$ cat config.mk
export PLATFORM = sky130hd
export DESIGN_NAME = intm_ctrl
export DESIGN_NICKNAME = d
export VERILOG_FILES = /design/src/rtl/intm_pkg.sv /design/src/rtl/intm_classify.sv /design/src/rtl/intm_status_bank.sv /design/src/rtl/intm_halt_ctl.sv /design/src/rtl/intm_ctrl.sv
export SDC_FILE = /design/constraint.sdc
export NUM_CORES = 1
export LEC_CHECK = 0
export ABC_AREA = 1
export BUFFER_PORTS_ARGS = -buffer_cell sky130_fd_sc_hd__buf_2
export CAP_MARGIN = 30
export CORE_ASPECT_RATIO = 0.9
export CORE_MARGIN = 2
export CORE_UTILIZATION = 35
export CTS_CLUSTER_DIAMETER = 150
export CTS_CLUSTER_SIZE = 8
export DETAILED_ROUTE_END_ITERATION = 8
export PLACE_DENSITY = 0.62
export SYNTH_ARGS = -nofsm -noshare
export SYNTH_HDL_FRONTEND = slang
export SYNTH_SLANG_ARGS = --single-unit
$ cat constraint.sdc
create_clock -name clk -period 1.1 [get_ports clk]
set_input_delay 0.055 -clock clk [delete_from_list [all_inputs] [get_ports clk]]
set_output_delay 0.055 -clock clk [all_outputs]
set_load 0.1 [all_outputs]
$ cat src/rtl/intm_pkg.sv
package intm_pkg;
  localparam int WORD_W = 8;

  typedef enum logic [1:0] {
    SEL_SCSI_LO = 2'd0,
    SEL_SCSI_HI = 2'd1,
    SEL_DMA     = 2'd2,
    SEL_NONE    = 2'd3
  } rd_sel_e;
endpackage

$ cat src/rtl/intm_classify.sv
module intm_classify #(
  parameter int          W        = 16,
  parameter logic [W-1:0] ALWAYS_NF = '0,
  parameter logic [W-1:0] TGT_NF    = '0
) (
  input  logic         tgt_mode,
  output logic [W-1:0] fatal
);
  // A bit is fatal unless it is listed as nonfatal for the current mode.
  function automatic logic [W-1:0] fatal_of(input logic tgt);
    logic [W-1:0] nf;
    nf = ALWAYS_NF | (tgt ? TGT_NF : '0);
    return ~nf;
  endfunction

  assign fatal = fatal_of(tgt_mode);
endmodule

$ cat src/rtl/intm_status_bank.sv
module intm_status_bank #(
  parameter int W = 16
) (
  input  logic         clk,
  input  logic         rst_n,
  input  logic [W-1:0] evt,
  input  logic [W-1:0] fatal,
  input  logic [W-1:0] clr,
  output logic [W-1:0] stat,
  output logic [W-1:0] fat
);
  logic [W-1:0] stat_q, fat_q;

  always_ff @(posedge clk or negedge rst_n) begin
    if (!rst_n) begin
      stat_q <= '0;
      fat_q  <= '0;
    end else begin
      stat_q <= (stat_q & ~clr) | evt;
      fat_q  <= (fat_q & ~clr) | (evt & fatal);
    end
  end

  assign stat = stat_q;
  assign fat  = fat_q;

  // any event is captured in its status bit
  a_r1_evt_captured: assert property (@(posedge clk) disable iff (!rst_n)
    (|evt) |=> ((stat & $past(evt)) == $past(evt)));

  // an event colliding with a clear survives
  a_r10_evt_beats_clear: assert property (@(posedge clk) disable iff (!rst_n)
    (|(evt & clr)) |=> ((stat & $past(evt & clr)) == $past(evt & clr)));
endmodule

$ cat src/rtl/intm_halt_ctl.sv
module intm_halt_ctl (
  input  logic clk,
  input  logic rst_n,
  input  logic fatal_hit,
  input  logic fatal_pending,
  input  logic restart,
  output logic halt_req
);
  logic halt_q;

  always_ff @(posedge clk or negedge rst_n) begin
    if (!rst_n)
      halt_q <= 1'b0;
    else if (fatal_hit)
      halt_q <= 1'b1;
    else if (restart && !fatal_pending)
      halt_q <= 1'b0;
  end

  assign halt_req = halt_q;

  // a fatal event halts the sequencer
  a_r5_fatal_halts: assert property (@(posedge clk) disable iff (!rst_n)
    fatal_hit |=> halt_req);

  // halt is held while fatal status remains
  a_r11_hold_while_fatal: assert property (@(posedge clk) disable iff (!rst_n)
    (halt_req && fatal_pending) |=> halt_req);

  // halt only drops after a restart
  a_r11_release_needs_restart: assert property (@(posedge clk) disable iff (!rst_n)
    $fell(halt_req) |-> $past(restart));
endmodule

$ cat src/rtl/intm_ctrl.sv
module intm_ctrl
  import intm_pkg::*;
#(
  parameter int DMA_W = 8
) (
  input  logic                clk,
  input  logic                rst_n,
  input  logic                tgt_mode,
  input  logic [2*WORD_W-1:0] scsi_evt,
  input  logic [DMA_W-1:0]    dma_evt,
  input  logic [WORD_W-1:0]   scsi_en_lo,
  input  logic [WORD_W-1:0]   scsi_en_hi,
  input  logic [DMA_W-1:0]    dma_en,
  input  logic                rd_en,
  input  logic [1:0]          rd_sel,
  output logic [WORD_W-1:0]   rd_data,
  input  logic                restart,
  output logic                halt_req,
  output logic                scsi_pend,
  output logic                dma_pend,
  output logic                irq_n
);
  localparam int SCSI_W = 2 * WORD_W;
  // Timer expiries (8, 9) and on-the-fly (11) never halt.
  localparam logic [SCSI_W-1:0] SCSI_ALWAYS_NF = SCSI_W'(16'h0B00);
  // Reselect, select, arbitration done, attention: nonfatal as target.
  localparam logic [SCSI_W-1:0] SCSI_TGT_NF    = SCSI_W'(16'h00F0);

  logic [SCSI_W-1:0] scsi_fatal, scsi_clr, scsi_stat, scsi_fat, scsi_en;
  logic [DMA_W-1:0]  dma_fatal, dma_clr, dma_stat, dma_fat;
  logic              fatal_hit, fatal_pending;
  rd_sel_e           sel;

  assign sel     = rd_sel_e'(rd_sel);
  assign scsi_en = {scsi_en_hi, scsi_en_lo};

  intm_classify #(.W(SCSI_W), .ALWAYS_NF(SCSI_ALWAYS_NF), .TGT_NF(SCSI_TGT_NF))
    u_cls_scsi (.tgt_mode(tgt_mode), .fatal(scsi_fatal));

  intm_classify #(.W(DMA_W), .ALWAYS_NF('0), .TGT_NF('0))
    u_cls_dma (.tgt_mode(tgt_mode), .fatal(dma_fatal));

  always_comb begin
    scsi_clr = '0;
    dma_clr  = '0;
    if (rd_en) begin
      unique case (sel)
        SEL_SCSI_LO: scsi_clr[WORD_W-1:0]      = '1;
        SEL_SCSI_HI: scsi_clr[SCSI_W-1:WORD_W] = '1;
        SEL_DMA:     dma_clr                   = '1;
        default:     ;
      endcase
    end
  end

  intm_status_bank #(.W(SCSI_W)) u_bank_scsi (
    .clk(clk), .rst_n(rst_n), .evt(scsi_evt), .fatal(scsi_fatal),
    .clr(scsi_clr), .stat(scsi_stat), .fat(scsi_fat));

  intm_status_bank #(.W(DMA_W)) u_bank_dma (
    .clk(clk), .rst_n(rst_n), .evt(dma_evt), .fatal(dma_fatal),
    .clr(dma_clr), .stat(dma_stat), .fat(dma_fat));

  always_comb begin
    unique case (sel)
      SEL_SCSI_LO: rd_data = scsi_stat[WORD_W-1:0];
      SEL_SCSI_HI: rd_data = scsi_stat[SCSI_W-1:WORD_W];
      SEL_DMA:     rd_data = WORD_W'(dma_stat);
      default:     rd_data = '0;
    endcase
  end

  assign fatal_hit     = |(scsi_evt & scsi_fatal) | |(dma_evt & dma_fatal);
  assign fatal_pending = |scsi_fat | |dma_fat;

  intm_halt_ctl u_halt (
    .clk(clk), .rst_n(rst_n), .fatal_hit(fatal_hit),
    .fatal_pending(fatal_pending), .restart(restart), .halt_req(halt_req));

  assign scsi_pend = |(scsi_stat & (scsi_en | scsi_fat));
  assign dma_pend  = |(dma_stat & (dma_en | dma_fat));
  assign irq_n     = ~(|(scsi_stat & scsi_en) | |(dma_stat & dma_en));

  // a low pin is always backed by a summary bit
  a_r8_pin_has_summary: assert property (@(posedge clk) disable iff (!rst_n)
    !irq_n |-> (scsi_pend || dma_pend));

  // out of reset the pin is quiet
  a_r13_reset_quiet: assert property (@(posedge clk)
    !rst_n |-> (irq_n && !halt_req));
endmodule

# Word level (Yosys, flattened, before mapping)
# Cells that the tools add are included.
# W data, S select, Z words.
[totals]
register_bits = 49
out_inout_bits = 12
[op_classes]
eq_ne = 2
n_mux = 9
bitwise_logic = 22
n_reduce_logical = 12
[op_table]
columns = ["cell", "n"]
rows = [
  ["$and A16 B16 Y16", 5],
  ["$reduce_or A16 Y1", 4],
  ["$or A16 B16 Y16", 3],
  ["$mux W8", 5],
  ["$and A8 B8 Y8", 4],
  ["$not A16 Y16", 2],
  ["$reduce_or A8 Y1", 4],
  ["$or A8 B8 Y8", 3],
  ["$pmux W8 S3", 1],
  ["$mux W16", 1],
  ["$not A8 Y8", 1],
  ["$or A1 B1 Y1", 3],
  ["$eq A2 B1 Y1 const B", 1],
  ["$eq A2 B2 Y1 const B", 1],
  ["$logic_not A2 Y1", 1],
  ["$mux W1", 2],
  ["$reduce_bool A2 Y1", 1],
  ["$logic_and A1 B1 Y1", 1],
  ["$logic_not A1 Y1", 1],
  ["$not A1 Y1", 1],
]

# Logic depth before layout (Yosys ltp)
[depth]
depth_word = 6
ltp_mapped = 8
ltp_nobuf = 8

# Hierarchy
# A second synthesis with hierarchy kept.
[hier_totals]
hier_cells = 443
area_unflattened_um2 = 2855.2
[modules_own_cells]
columns = ["module", "n_inst", "cells_each", "area_each_um2", "seq_area_each_um2"]
rows = [
  ["intm_status_bank at u_bank_scsi", 1, 144, 1221.2, 800.8],
  ["intm_ctrl", 1, 194, 792.0, 0.0],
  ["intm_status_bank at u_bank_dma", 1, 72, 610.6, 400.4],
  ["intm_classify at u_cls_scsi", 1, 18, 123.9, 0.0],
  ["intm_classify at u_cls_dma", 1, 9, 63.8, 0.0],
  ["intm_halt_ctl", 1, 6, 43.8, 25.0],
]

# Least setup slack after synthesis
# OpenSTA, ideal clock, no wires.
[synth_timing]
path_type = "register -> output"
from = "register u_bank_scsi.stat_q[9], in the netlist u_bank_scsi.stat[9]"
to = "output irq_n"
arrival_ps = 1974
t_required_ps = 1045
slack_ps = -929
path_stages_with_launch = 8
path_buffers = 0
cell_sequence = "dfrtp_1 nand2_1 nand2_1 inv_1 nand2_1 nor2_1 nand2_1 nor2_1"
[synth_via]
elab_chain_len = 4
[synth_rtl]
columns = ["item", "line", "source"]
rows = [
  ["start: declaration", "intm_status_bank.sv:12", "logic [W-1:0] stat_q, fat_q;"],
  ["start signal: assignment", "intm_status_bank.sv:19", "stat_q <= (stat_q & ~clr) | evt;"],
  ["$and A16 B16 Y16", "intm_ctrl.sv:82", "assign irq_n = ~(|(scsi_stat & scsi_en) | |(dma_stat & dma_en));"],
  ["$reduce_or A16 Y1", "intm_ctrl.sv:82", ""],
  ["$or A1 B1 Y1", "intm_ctrl.sv:82", ""],
  ["$not A1 Y1", "intm_ctrl.sv:82", ""],
  ["end: declaration", "intm_ctrl.sv:21", "output logic irq_n"],
]
# Every way passes these cells.

# Worst setup path in the final report
[layout_timing]
from = "register u_bank_scsi.stat_q[6], in the netlist u_bank_scsi.stat[6]"
to = "output irq_n"
# Same word-level chain as after synthesis.

==> metrics.txt <==
most common cell after layout, fill and taps aside nand2_1; Iter 0 DRT Violations 106; gr usage total 0.212; routed wire length 7880 um; sequential share of power 0.425; HP Start dma_evt[0]; fin area 0.00416 mm^2; vias in the first global route 2693; CTS tree yes; complex-gate fraction of the synthesized area 0.166; H-Tree Depth 2; synth unique cells 25; die height 83.8 um; Most used DFF post-synth dfrtp_1; setup ws final -487 ps; pwr dens 1100 mW/mm^2; Die X 92.6 um; Synth area leaders dfrtp_1, nand2_1, inv_1; ANT nets after route 0; DR pass1 iterations 4; switch share 0.305; Slew Viols, Final 0; Pleak 2.12 nW; largest family of logic cells by synthesized area simple AND/OR/NAND/NOR gates; CTS clock-pin slew for the worst setup and hold paths 90 ps; DRC Markers 0; CP arrival 1530 ps; RSZ-0062 raised after global routing true; Die ar. 0.00776 mm^2; gp weighted congestion 0.867; CTS root buf clkbuf_8; crit-path max FO 2; Syn Area/Cell 7.86 um^2; Post-Synth Adder-Cell Area 0; CP Capture Type output pin; Final Power 4.60 mW; max_slew headroom 0.766; CP startpoint u_bank_scsi.stat[6]$_DFF_PN0_; final critical-path required period 1590 ps; pin slew with the least headroom to its limit 350 ps; Comb pwr share 0.276; Post-synth EDFFs 0; via count 2559; status finished with violations; Crit path required time 1040 ps; final hold violations 0; DR WL/cell 14.2 um; largest area contributor in the netlist dfrtp_1; initial core utilization 0.355; placed inst area 0.00351 mm^2; Int Pwr 3.19 mW; flops & latches, synth 49; core area 0.00697 mm^2; Max Cap Viol 0; share of cells above drive strength 1 0.413; most frequent cells in the layout nand2_1, buf_2, dfrtp_1, inv_1, o21ai_0; Rows 29; Post-synth ARST share 1.00; violated checks negative setup slack; register area share after synthesis 0.495; CTS Sinks 49; setup_tns -3290 ps; pin count of the biggest net entering global routing 50; CTS max path bufs 2; Worst Hold Class in2reg; Via density 4.61; Syn Inst Count 315; hpwl dp 5980 um; Clock Latency Late Sink 310 ps; Synth-to-Final Area Change 68.1%; Setup Skew 10.6 ps; io pins 67; IO buf count 66; crit path kind reg2out; initial antenna violation count 0; post-synthesis simple-gate area fraction 0.223; Final Cycle Share 1.44; Ant. Diodes 0; share of the synthesized area in the top cell type 0.495; FILL cells 632; CP Launch Type flop; worst reg2reg startpoint u_bank_dma.fat[2]$_DFF_PN0_; Clk network pwr share 0.299; CTS Buf Count 5; multiplexer share of the synthesized area 0; VDD IR-drop max 0.801 mV; first-pass GRT wire length 12800 um; XOR/XNOR Fraction of Synth Area 0; final setup fails 12; Congestion Overflow GR 0; Switch Pwr 1.40 mW; Syn. warnings 0; nets 516; syn nets 370; synthesized area 0.00247 mm^2; FMAX 630 MHz
-- worst max-delay path: stages (launching register included) --
cell	delay, ps
dfrtp_1	410
nand2_2	100
nand2_2	80
nor2_4	120
buf_6	100
nand4_1	80
nor2_2	160
buf_12	190
-- state kept, by name, indices dropped and copies added (netlist names) --
signal	flops
u_bank_dma.fat	8
u_bank_dma.stat	8
u_bank_scsi.fat	16
u_bank_scsi.stat	16
u_halt.halt_req	1
-- repair_timing --
item | 4_1_cts | 5_1_grt
hold buffers | 26 | 0
setup endpoints to repair | 12 | 12
setup buffers | 8 | 8
hold endpoints to repair | 83 | 0
gates resized for setup | 45 | 35
pin swaps | 18 | 24
-- area by class of cell --
type | count | area [um^2] | area share
flip-flops and latches | 49 | 1230 | 0.295
inverters | 65 | 259 | 0.0623
multi-input cells | 197 | 1190 | 0.287
repair buffers | 143 | 1240 | 0.299
clock inverters | 2 | 37.5 | 0.00902
well taps | 93 | 116 | 0.0280
clock buffers | 6 | 82.6 | 0.0198
-- cell usage after synthesis, types with 2 or more instances --
cell	count
o21ai_2	6
o21ai_0	46
inv_1	63
o221ai_1	7
nand4_1	8
dfrtp_1	49
nor2_1	27
nand2_1	80
o22ai_1	3
nor2_2	2
a21o_1	2
buf_6	3
nand3_1	7
-- metal layers --
| metal | wire, um | vias up | global-route usage |
|---|---|---|---|
| met4 | 91 | 0 | 0.0455 |
| met1 | 3470 | 1177 | 0.286 |
| met2 | 3920 | 77 | 0.362 |
| met3 | 410 | 8 | 0.0325 |
| met5 | 0 | - | 0 |
| li1 | - | 1297 | - |
-- power by group through the flow --
stage / clock network [mW] / logic (mW) / registers [mW]
CTS: 1.39 / 1.22 / 1.95
global placement: 0 / 1.09 / 1.98
floorplan: 0 / 0.594 / 1.97
global route: 1.48 / 1.37 / 1.97
detailed placement: 0 / 1.10 / 1.98
finish: 1.37 / 1.27 / 1.95
-- final timing paths --
| path | to | slack, ps | cells past startpoint |
|---|---|---|---|
| worst max-delay path | irq_n | -490 | 7 |
| worst min-delay path | u_bank_dma.fat[0]$_DFF_PN0_ | 40 | 3 |
| worst max register to register | u_halt.halt_req$_DFFE_PN0P_ | -100 | 8 |
| worst min register to register | u_halt.halt_req$_DFFE_PN0P_ | 520 | 2 |
| max in group asynchronous | u_halt.halt_req$_DFFE_PN0P_ | 570 | 3 |
| min in group asynchronous | u_bank_dma.fat[6]$_DFF_PN0_ | 270 | 3 |
-- metrics by stage --
step / instances / setup WS [ps] / utilization / hold slack [ps]
3_5_place_dp: 512 / -292 / 0.504 / 60.9
5_1_grt: 555 / -574 / 0.597 / 37.8
6_report: 555 / -487 / 0.597 / 42.9
3_3_place_gp: 512 / -301 / 0.504 / 65.7
4_1_cts: 551 / -492 / 0.577 / 29.3
2_1_floorplan: 315 / -800 / - / -241
-- kinds of logic (layout without fill, tap and decap cells) --
| kind of cell | Yosys count | after routing |
|---|---|---|
| flops | 49 | 49 |
| simple gates | 129 | 129 |
| buf+inv | 69 | 216 |
| compound gates | 68 | 68 |
Note: power is estimated with default switching activity, not from simulation.
